## src/rtl/rfl_pkg.sv

```systemverilog
package rfl_pkg;
  typedef enum logic [1:0] {
    FK_NONE = 2'd0,
    FK_OV   = 2'd1,
    FK_UV   = 2'd2,
    FK_OC   = 2'd3
  } fault_kind_e;
endpackage

```

## src/rtl/rfl_qual_timer.sv

```systemverilog
module rfl_qual_timer #(
  parameter int unsigned DELAY = 75
) (
  input  logic clk,
  input  logic rst_n,
  input  logic en,
  output logic qualified
);
  localparam int unsigned W = $clog2(DELAY + 1);
  localparam logic [W-1:0] LIMIT = W'(DELAY);

  logic [W-1:0] cnt_q, cnt_d;

  // count consecutive enabled samples, saturate at the limit
  always_comb begin
    cnt_d = cnt_q;
    if (!en)
      cnt_d = '0;
    else if (cnt_q != LIMIT)
      cnt_d = cnt_q + 1'b1;
  end

  always_ff @(posedge clk or negedge rst_n) begin
    if (!rst_n)
      cnt_q <= '0;
    else
      cnt_q <= cnt_d;
  end

  assign qualified = (cnt_q == LIMIT);


  restart_on_drop_chk: assert property (@(posedge clk) disable iff (!rst_n)
    !en |=> !qualified);


  qual_needs_flag_chk: assert property (@(posedge clk) disable iff (!rst_n)
    qualified |-> $past(en));
endmodule

```

## src/rtl/rfl_blank_timer.sv

```systemverilog
module rfl_blank_timer #(
  parameter int unsigned BLANK = 75000
) (
  input  logic clk,
  input  logic rst_n,
  input  logic supply_on,
  output logic blanked
);
  localparam int unsigned BW = $clog2(BLANK + 1);
  localparam logic [BW-1:0] LOAD = BW'(BLANK);

  logic          on_q;
  logic          rise;
  logic [BW-1:0] tmr_q, tmr_d;

  assign rise = supply_on & ~on_q;

  always_comb begin
    tmr_d = tmr_q;
    if (rise)
      tmr_d = LOAD;
    else if (tmr_q != '0)
      tmr_d = tmr_q - 1'b1;
  end

  always_ff @(posedge clk or negedge rst_n) begin
    if (!rst_n) begin
      on_q  <= 1'b0;
      tmr_q <= '0;
    end else begin
      on_q  <= supply_on;
      tmr_q <= tmr_d;
    end
  end

  assign blanked = ~supply_on | rise | (tmr_q != '0);


  rise_blanks_chk: assert property (@(posedge clk) disable iff (!rst_n)
    $rose(supply_on) |=> blanked);


  window_stays_open_chk: assert property (@(posedge clk) disable iff (!rst_n)
    (supply_on && !blanked) |=> (!supply_on || !blanked));
endmodule

```

## src/rtl/rfl_first_pick.sv

```systemverilog
module rfl_first_pick
  import rfl_pkg::*;
#(
  parameter int unsigned N_RAILS = 4,
  localparam int unsigned RAIL_W = $clog2(N_RAILS)
) (
  input  logic [N_RAILS-1:0] ov_q,
  input  logic [N_RAILS-1:0] uv_q,
  input  logic [N_RAILS-1:0] oc_q,
  output logic               any,
  output fault_kind_e        kind,
  output logic [RAIL_W-1:0]  rail
);
  // later assignments win: OC, then UV, then OV; descending rails so index 0 wins
  always_comb begin
    kind = FK_NONE;
    rail = '0;
    for (int i = N_RAILS - 1; i >= 0; i--) begin
      if (oc_q[i]) begin
        kind = FK_OC;
        rail = RAIL_W'(i);
      end
    end
    for (int i = N_RAILS - 1; i >= 0; i--) begin
      if (uv_q[i]) begin
        kind = FK_UV;
        rail = RAIL_W'(i);
      end
    end
    for (int i = N_RAILS - 1; i >= 0; i--) begin
      if (ov_q[i]) begin
        kind = FK_OV;
        rail = RAIL_W'(i);
      end
    end
  end

  assign any = |{ov_q, uv_q, oc_q};
endmodule

```

## src/rtl/rail_fault_latch.sv

```systemverilog
module rail_fault_latch
  import rfl_pkg::*;
#(
  parameter int unsigned N_RAILS   = 4,
  parameter int unsigned OV_DLY    = 75,
  parameter int unsigned UV_DLY    = 3200,
  parameter int unsigned OC_DLY    = 20000,
  parameter int unsigned BLANK_DLY = 75000,
  localparam int unsigned RAIL_W   = $clog2(N_RAILS)
) (
  input  logic               clk,
  input  logic               rst_n,
  input  logic               supply_on,
  input  logic               clr,
  input  logic [N_RAILS-1:0] ov_flag,
  input  logic [N_RAILS-1:0] uv_flag,
  input  logic [N_RAILS-1:0] oc_flag,
  output logic               pwm_off,
  output logic               pg_ok,
  output logic [1:0]         fault_kind,
  output logic [RAIL_W-1:0]  fault_rail
);
  // reset: asynchronous assert, synchronous release
  logic rs_meta, rst_ns;
  always_ff @(posedge clk or negedge rst_n) begin
    if (!rst_n) begin
      rs_meta <= 1'b0;
      rst_ns  <= 1'b0;
    end else begin
      rs_meta <= 1'b1;
      rst_ns  <= rs_meta;
    end
  end

  logic blanked;
  rfl_blank_timer #(.BLANK(BLANK_DLY)) u_blank (
    .clk       (clk),
    .rst_n     (rst_ns),
    .supply_on (supply_on),
    .blanked   (blanked)
  );

  logic [N_RAILS-1:0] ov_q, uv_q, oc_q;

  for (genvar r = 0; r < N_RAILS; r++) begin : g_rail
    rfl_qual_timer #(.DELAY(OV_DLY)) u_ov (
      .clk (clk), .rst_n (rst_ns), .en (ov_flag[r]), .qualified (ov_q[r]));
    rfl_qual_timer #(.DELAY(UV_DLY)) u_uv (
      .clk (clk), .rst_n (rst_ns), .en (uv_flag[r] & ~blanked), .qualified (uv_q[r]));
    rfl_qual_timer #(.DELAY(OC_DLY)) u_oc (
      .clk (clk), .rst_n (rst_ns), .en (oc_flag[r] & ~blanked), .qualified (oc_q[r]));
  end

  logic              any_q;
  fault_kind_e       pick_kind;
  logic [RAIL_W-1:0] pick_rail;

  rfl_first_pick #(.N_RAILS(N_RAILS)) u_pick (
    .ov_q (ov_q), .uv_q (uv_q), .oc_q (oc_q),
    .any  (any_q), .kind (pick_kind), .rail (pick_rail)
  );

  // fault latch with first-fault record
  logic              lat_q, lat_d;
  fault_kind_e       kind_q, kind_d;
  logic [RAIL_W-1:0] rail_q, rail_d;
  logic              lat_en;

  always_comb begin
    lat_en = clr | (~lat_q & any_q);
    lat_d  = 1'b0;
    kind_d = FK_NONE;
    rail_d = '0;
    if (!clr) begin
      lat_d  = 1'b1;
      kind_d = pick_kind;
      rail_d = pick_rail;
    end
  end

  always_ff @(posedge clk or negedge rst_ns) begin
    if (!rst_ns) begin
      lat_q  <= 1'b0;
      kind_q <= FK_NONE;
      rail_q <= '0;
    end else if (lat_en) begin
      lat_q  <= lat_d;
      kind_q <= kind_d;
      rail_q <= rail_d;
    end
  end

  assign pwm_off    = lat_q;
  assign pg_ok      = ~lat_q;
  assign fault_kind = kind_q;
  assign fault_rail = rail_q;


  latch_hold_chk: assert property (@(posedge clk) disable iff (!rst_ns)
    (pwm_off && !clr) |=> pwm_off);


  first_fault_keep_chk: assert property (@(posedge clk) disable iff (!rst_ns)
    (pwm_off && !clr) |=> ($stable(fault_kind) && $stable(fault_rail)));


  clear_wins_chk: assert property (@(posedge clk) disable iff (!rst_ns)
    clr |=> (!pwm_off && fault_kind == 2'd0));


  kind_valid_chk: assert property (@(posedge clk) disable iff (!rst_ns)
    pwm_off |-> (fault_kind != 2'd0));
endmodule

```

## config.mk

```make
export PLATFORM = sky130hd
export DESIGN_NAME = rail_fault_latch
export DESIGN_NICKNAME = d
export VERILOG_FILES = /design/src/rtl/rfl_pkg.sv /design/src/rtl/rfl_qual_timer.sv /design/src/rtl/rfl_blank_timer.sv /design/src/rtl/rfl_first_pick.sv /design/src/rtl/rail_fault_latch.sv
export SDC_FILE = /design/constraint.sdc
export NUM_CORES = 1
export LEC_CHECK = 0
export ABC_AREA = 1
export BUFFER_PORTS_ARGS = -buffer_cell sky130_fd_sc_hd__buf_2
export CORE_MARGIN = 8
export CORE_UTILIZATION = 50
export CTS_BUF_LIST = sky130_fd_sc_hd__clkbuf_8 sky130_fd_sc_hd__clkbuf_16
export CTS_CLUSTER_SIZE = 16
export DETAILED_ROUTE_END_ITERATION = 16
export PLACE_DENSITY = 0.66
export SETUP_SLACK_MARGIN = 0.2
export SLEW_MARGIN = 30
export SYNTH_ARGS = -nofsm -noshare
export SYNTH_HDL_FRONTEND = slang
export SYNTH_HIERARCHICAL = 1
export SYNTH_SLANG_ARGS = --single-unit
export TNS_END_PERCENT = 50
```

## constraint.sdc

```tcl
create_clock -name clk -period 9 [get_ports clk]
set_input_delay 1.8 -clock clk [delete_from_list [all_inputs] [get_ports clk]]
set_output_delay 1.8 -clock clk [all_outputs]
set_load 0.005 [all_outputs]
```

==> metrics.yaml <==
run_status:
  status: "finished clean"
yosys:
  netlist_instances: 1434
  synthesis.nets: 1471
  synth_seq_cells: 161
  ys_types: 33
  synth_most_common_cell: "nand2_1"
  syn_avg_cell_area_sq_um: 6.839
  synth_edf_count: 0
  synth_area_leaders: "dfrtp_1, nand2_1, nor2_1"
  synth_top_area_share: 0.4108
  synth_top_area_cell: "dfrtp_1"
  synthTopCellsByCount: "nand2_1, nor2_1, inv_1"
  async_reset_ff_frac: 1.000
  yosysWarningCount: 6
  synth_seq_area_share: 0.4108
  syn-cell-area_sq_mm: 0.009807
  ys.flop_type: "dfrtp_1"
critical_path:
  worstPathRequired_ns: 9.34
  path_buf_inv: 1
  path_cells: "buf_2, nand3b_1, nor2_1, o21ai_0, a21oi_1"
  worstSetupPathType: "primary input to flop"
  crit_family: "simple AND/OR/NAND/NOR gates"
  cpPeakStageDelay_ns: 0.89
  crit_slowest_cell: "nor2_1"
  arrival_ns: 3.80
  path_max_fanout: 13
  end_kind: "flop"
  worst_setup_path_start_kind: "primary input"
power:
  power_mw: 1.513
  seq_power_share: 0.502
  clkPwrFrac: 0.455
  combPwrFrac: 0.043
  p_sw_uw: 352.3
  powerDensity_mw_per_mm2: 140.8
  p_int_mw: 1.161
  p_sw_frac: 0.2328
  peakVddDrop_mv: 0.1193
  p_leak_nw: 5.158
clock_tree:
  cts_resized: 0
  worstSkewPairLatency_ns: 0.42
  cts_sinks: 161
  cts_buffers: 17
  htree_num_levels: 4
  holdBufCountCts: 0
  cts_tree: "built"
  clockBufferDepth: 2
  clk_pin_slew_ns: 0.06
  cts_root_buf: "clkbuf_16"
  cts_setup_buffers: 0
sta:
  clock.fmax_mhz: 289.4
  max_slew.worst_pin.slew_ns: 0.8692
  period_share: 0.3840
  hold_viol: 0
  maxSlewViolCount: 0
  maxSlewHeadroom: 0.4184
  rsz0062_at_grt: "no"
  finalSetupViolations: 0
  hold_ws_ns: 0.3589
  min_period_ns: 3.456
  finalSetupTns_ns: 0
  skew_ns: 0.008547
drt:
  route.detailed.drc: 0
  avgRoutedWirePerCell_um: 11.38
  drt_iter0_drc: 438
  firstDrtPassIters: 5
  vias_per_cell: 4.952
  num_vias: 8602
  finalWirelength_um: 19770
  antenna_left: 0
place:
  numPortBuffers: 21
  gp_congestion: 0.8687
  post-place-cells: 1705
  place_hpwl_um: 14330
layout:
  diodes: 0
  synthToLayoutAreaGrowth_pct: 9.607
  nets: 1496
  drive_gt1_frac: 0.08152
  stdcell_count: 1737
  n_fill_cell: 1855
global_routing:
  grt_overflow: 0
  grt_max_degree: 59
  grt_pass1_wl_um: 35570
  grt_pass1_vias: 8104
  antenna_found_initial: 0
  grt_usage: 0.1743
floorplanning:
  core_area_sq_mm: 0.01933
  dieWidth_um: 156.1
  start_util: 0.5072
  die_y_um: 156.1
  num_rows: 51
  die_area_sq_mm: 0.02435
  ios: 22
job:
  maxCapViolCount: 0
min_path:
  holdCritPathClass: "flop to asynchronous set/reset pin"
layer usage:
layer	vias up	global-route usage	part of all wire
met1	3960	0.2261	0.49
met4	0	0.04575	0.0099
li1	4538	-	-
met3	13	0.03241	0.030
met5	-	0	0
met2	91	0.2929	0.47
layout by cell type (no fill, tap or decap), types with 4 or more instances in the layout:
cell type,instances
dfrtp_1,160
nand2_1,382
ha_1,21
nor2_2,24
nor2_4,7
xor2_1,16
buf_2,21
nand3_1,113
nor2_1,297
nand3_2,8
a21oi_1,44
nand3b_1,9
clkinv_2,4
inv_1,205
o21ai_0,19
clkbuf_16,17
nor4_1,6
nand4_1,60
nand2_2,5
or2_2,14
nor3_1,12
layout make-up:
cell class | count | area [sq um] | area share
multi-input cells | 1051 | 4935 | 0.4591
clock inverters | 12 | 93.84 | 0.008730
clock buffers | 20 | 466.7 | 0.04342
inverters | 205 | 769.5 | 0.07159
repair buffers | 23 | 120.1 | 0.01117
well taps | 265 | 331.6 | 0.03085
flip-flops and latches | 161 | 4033 | 0.3752
kinds of logic after synthesis:
kind of cell               after synthesis  synth area share
buffers and inverters                  222           0.08701
other                                    1         0.0003824
DFF                                    161            0.4108
and+or+nand+nor                        944            0.4236
xor gates and xnor gates                18           0.01608
adders and majority gates               21           0.02679
AOI/OAI and AO/OA                       67           0.03534
path summary, 6_finish.rpt:
path | startpoint | end | slack (ns) | depth (start not counted)
hold reg to reg | rst_ns$_DFF_PN0_ | g_rail[2].u_oc/cnt_q[14]$_DFFE_PN0P_ | 0.36 | 0
setup reg to reg | u_blank/tmr_q[0]$_DFFE_PN0P_ | g_rail[1].u_uv/cnt_q[3]$_DFFE_PN0P_ | 5.64 | 9
min in group clk | rs_meta$_DFF_PN0_ | rst_ns$_DFF_PN0_ | 0.36 | 0
hold / removal | rst_ns$_DFF_PN0_ | g_rail[2].u_oc/cnt_q[14]$_DFFE_PN0P_ | 0.36 | 0
max in group asynchronous | rst_ns$_DFF_PN0_ | g_rail[3].u_uv/cnt_q[10]$_DFFE_PN0P_ | 6.81 | 2
setup / recovery | supply_on | g_rail[1].u_uv/cnt_q[3]$_DFFE_PN0P_ | 5.54 | 5
per-stage QoR:
step,worst slack (ns),util,area (sq um)
after floorplan,4.182,-,9807
after global placement,5.140,0.5264,10180
after detailed placement,5.090,0.5267,10180
after CTS,5.528,0.5557,10740
after global routing,5.256,0.5559,10750
final,5.544,0.5559,10750
flip-flops by register name, indices dropped and copies added, names as in the netlist:
name,flops
g_rail.u_oc/cnt_q,60
g_rail.u_ov/cnt_q,28
rs_meta,1
fault_rail,2
rst_ns,1
u_blank/tmr_q,17
pwm_off,1
fault_kind,2
u_blank/on_q,1
g_rail.u_uv/cnt_q,48
power by group through the flow:
| stage | sequential [mW] | clock, mW | combinational, mW |
|---|---|---|---|
| 2_1_floorplan | 0.775 | 0 | 0.0439 |
| 5_1_grt | 0.763 | 0.742 | 0.0764 |
| 3_5_place_dp | 0.773 | 0 | 0.0663 |
| 3_3_place_gp | 0.774 | 0 | 0.0648 |
| 6_report | 0.760 | 0.688 | 0.0650 |
| 4_1_cts | 0.760 | 0.711 | 0.0667 |
No activity file was read; power rests on OpenSTA's default activity.
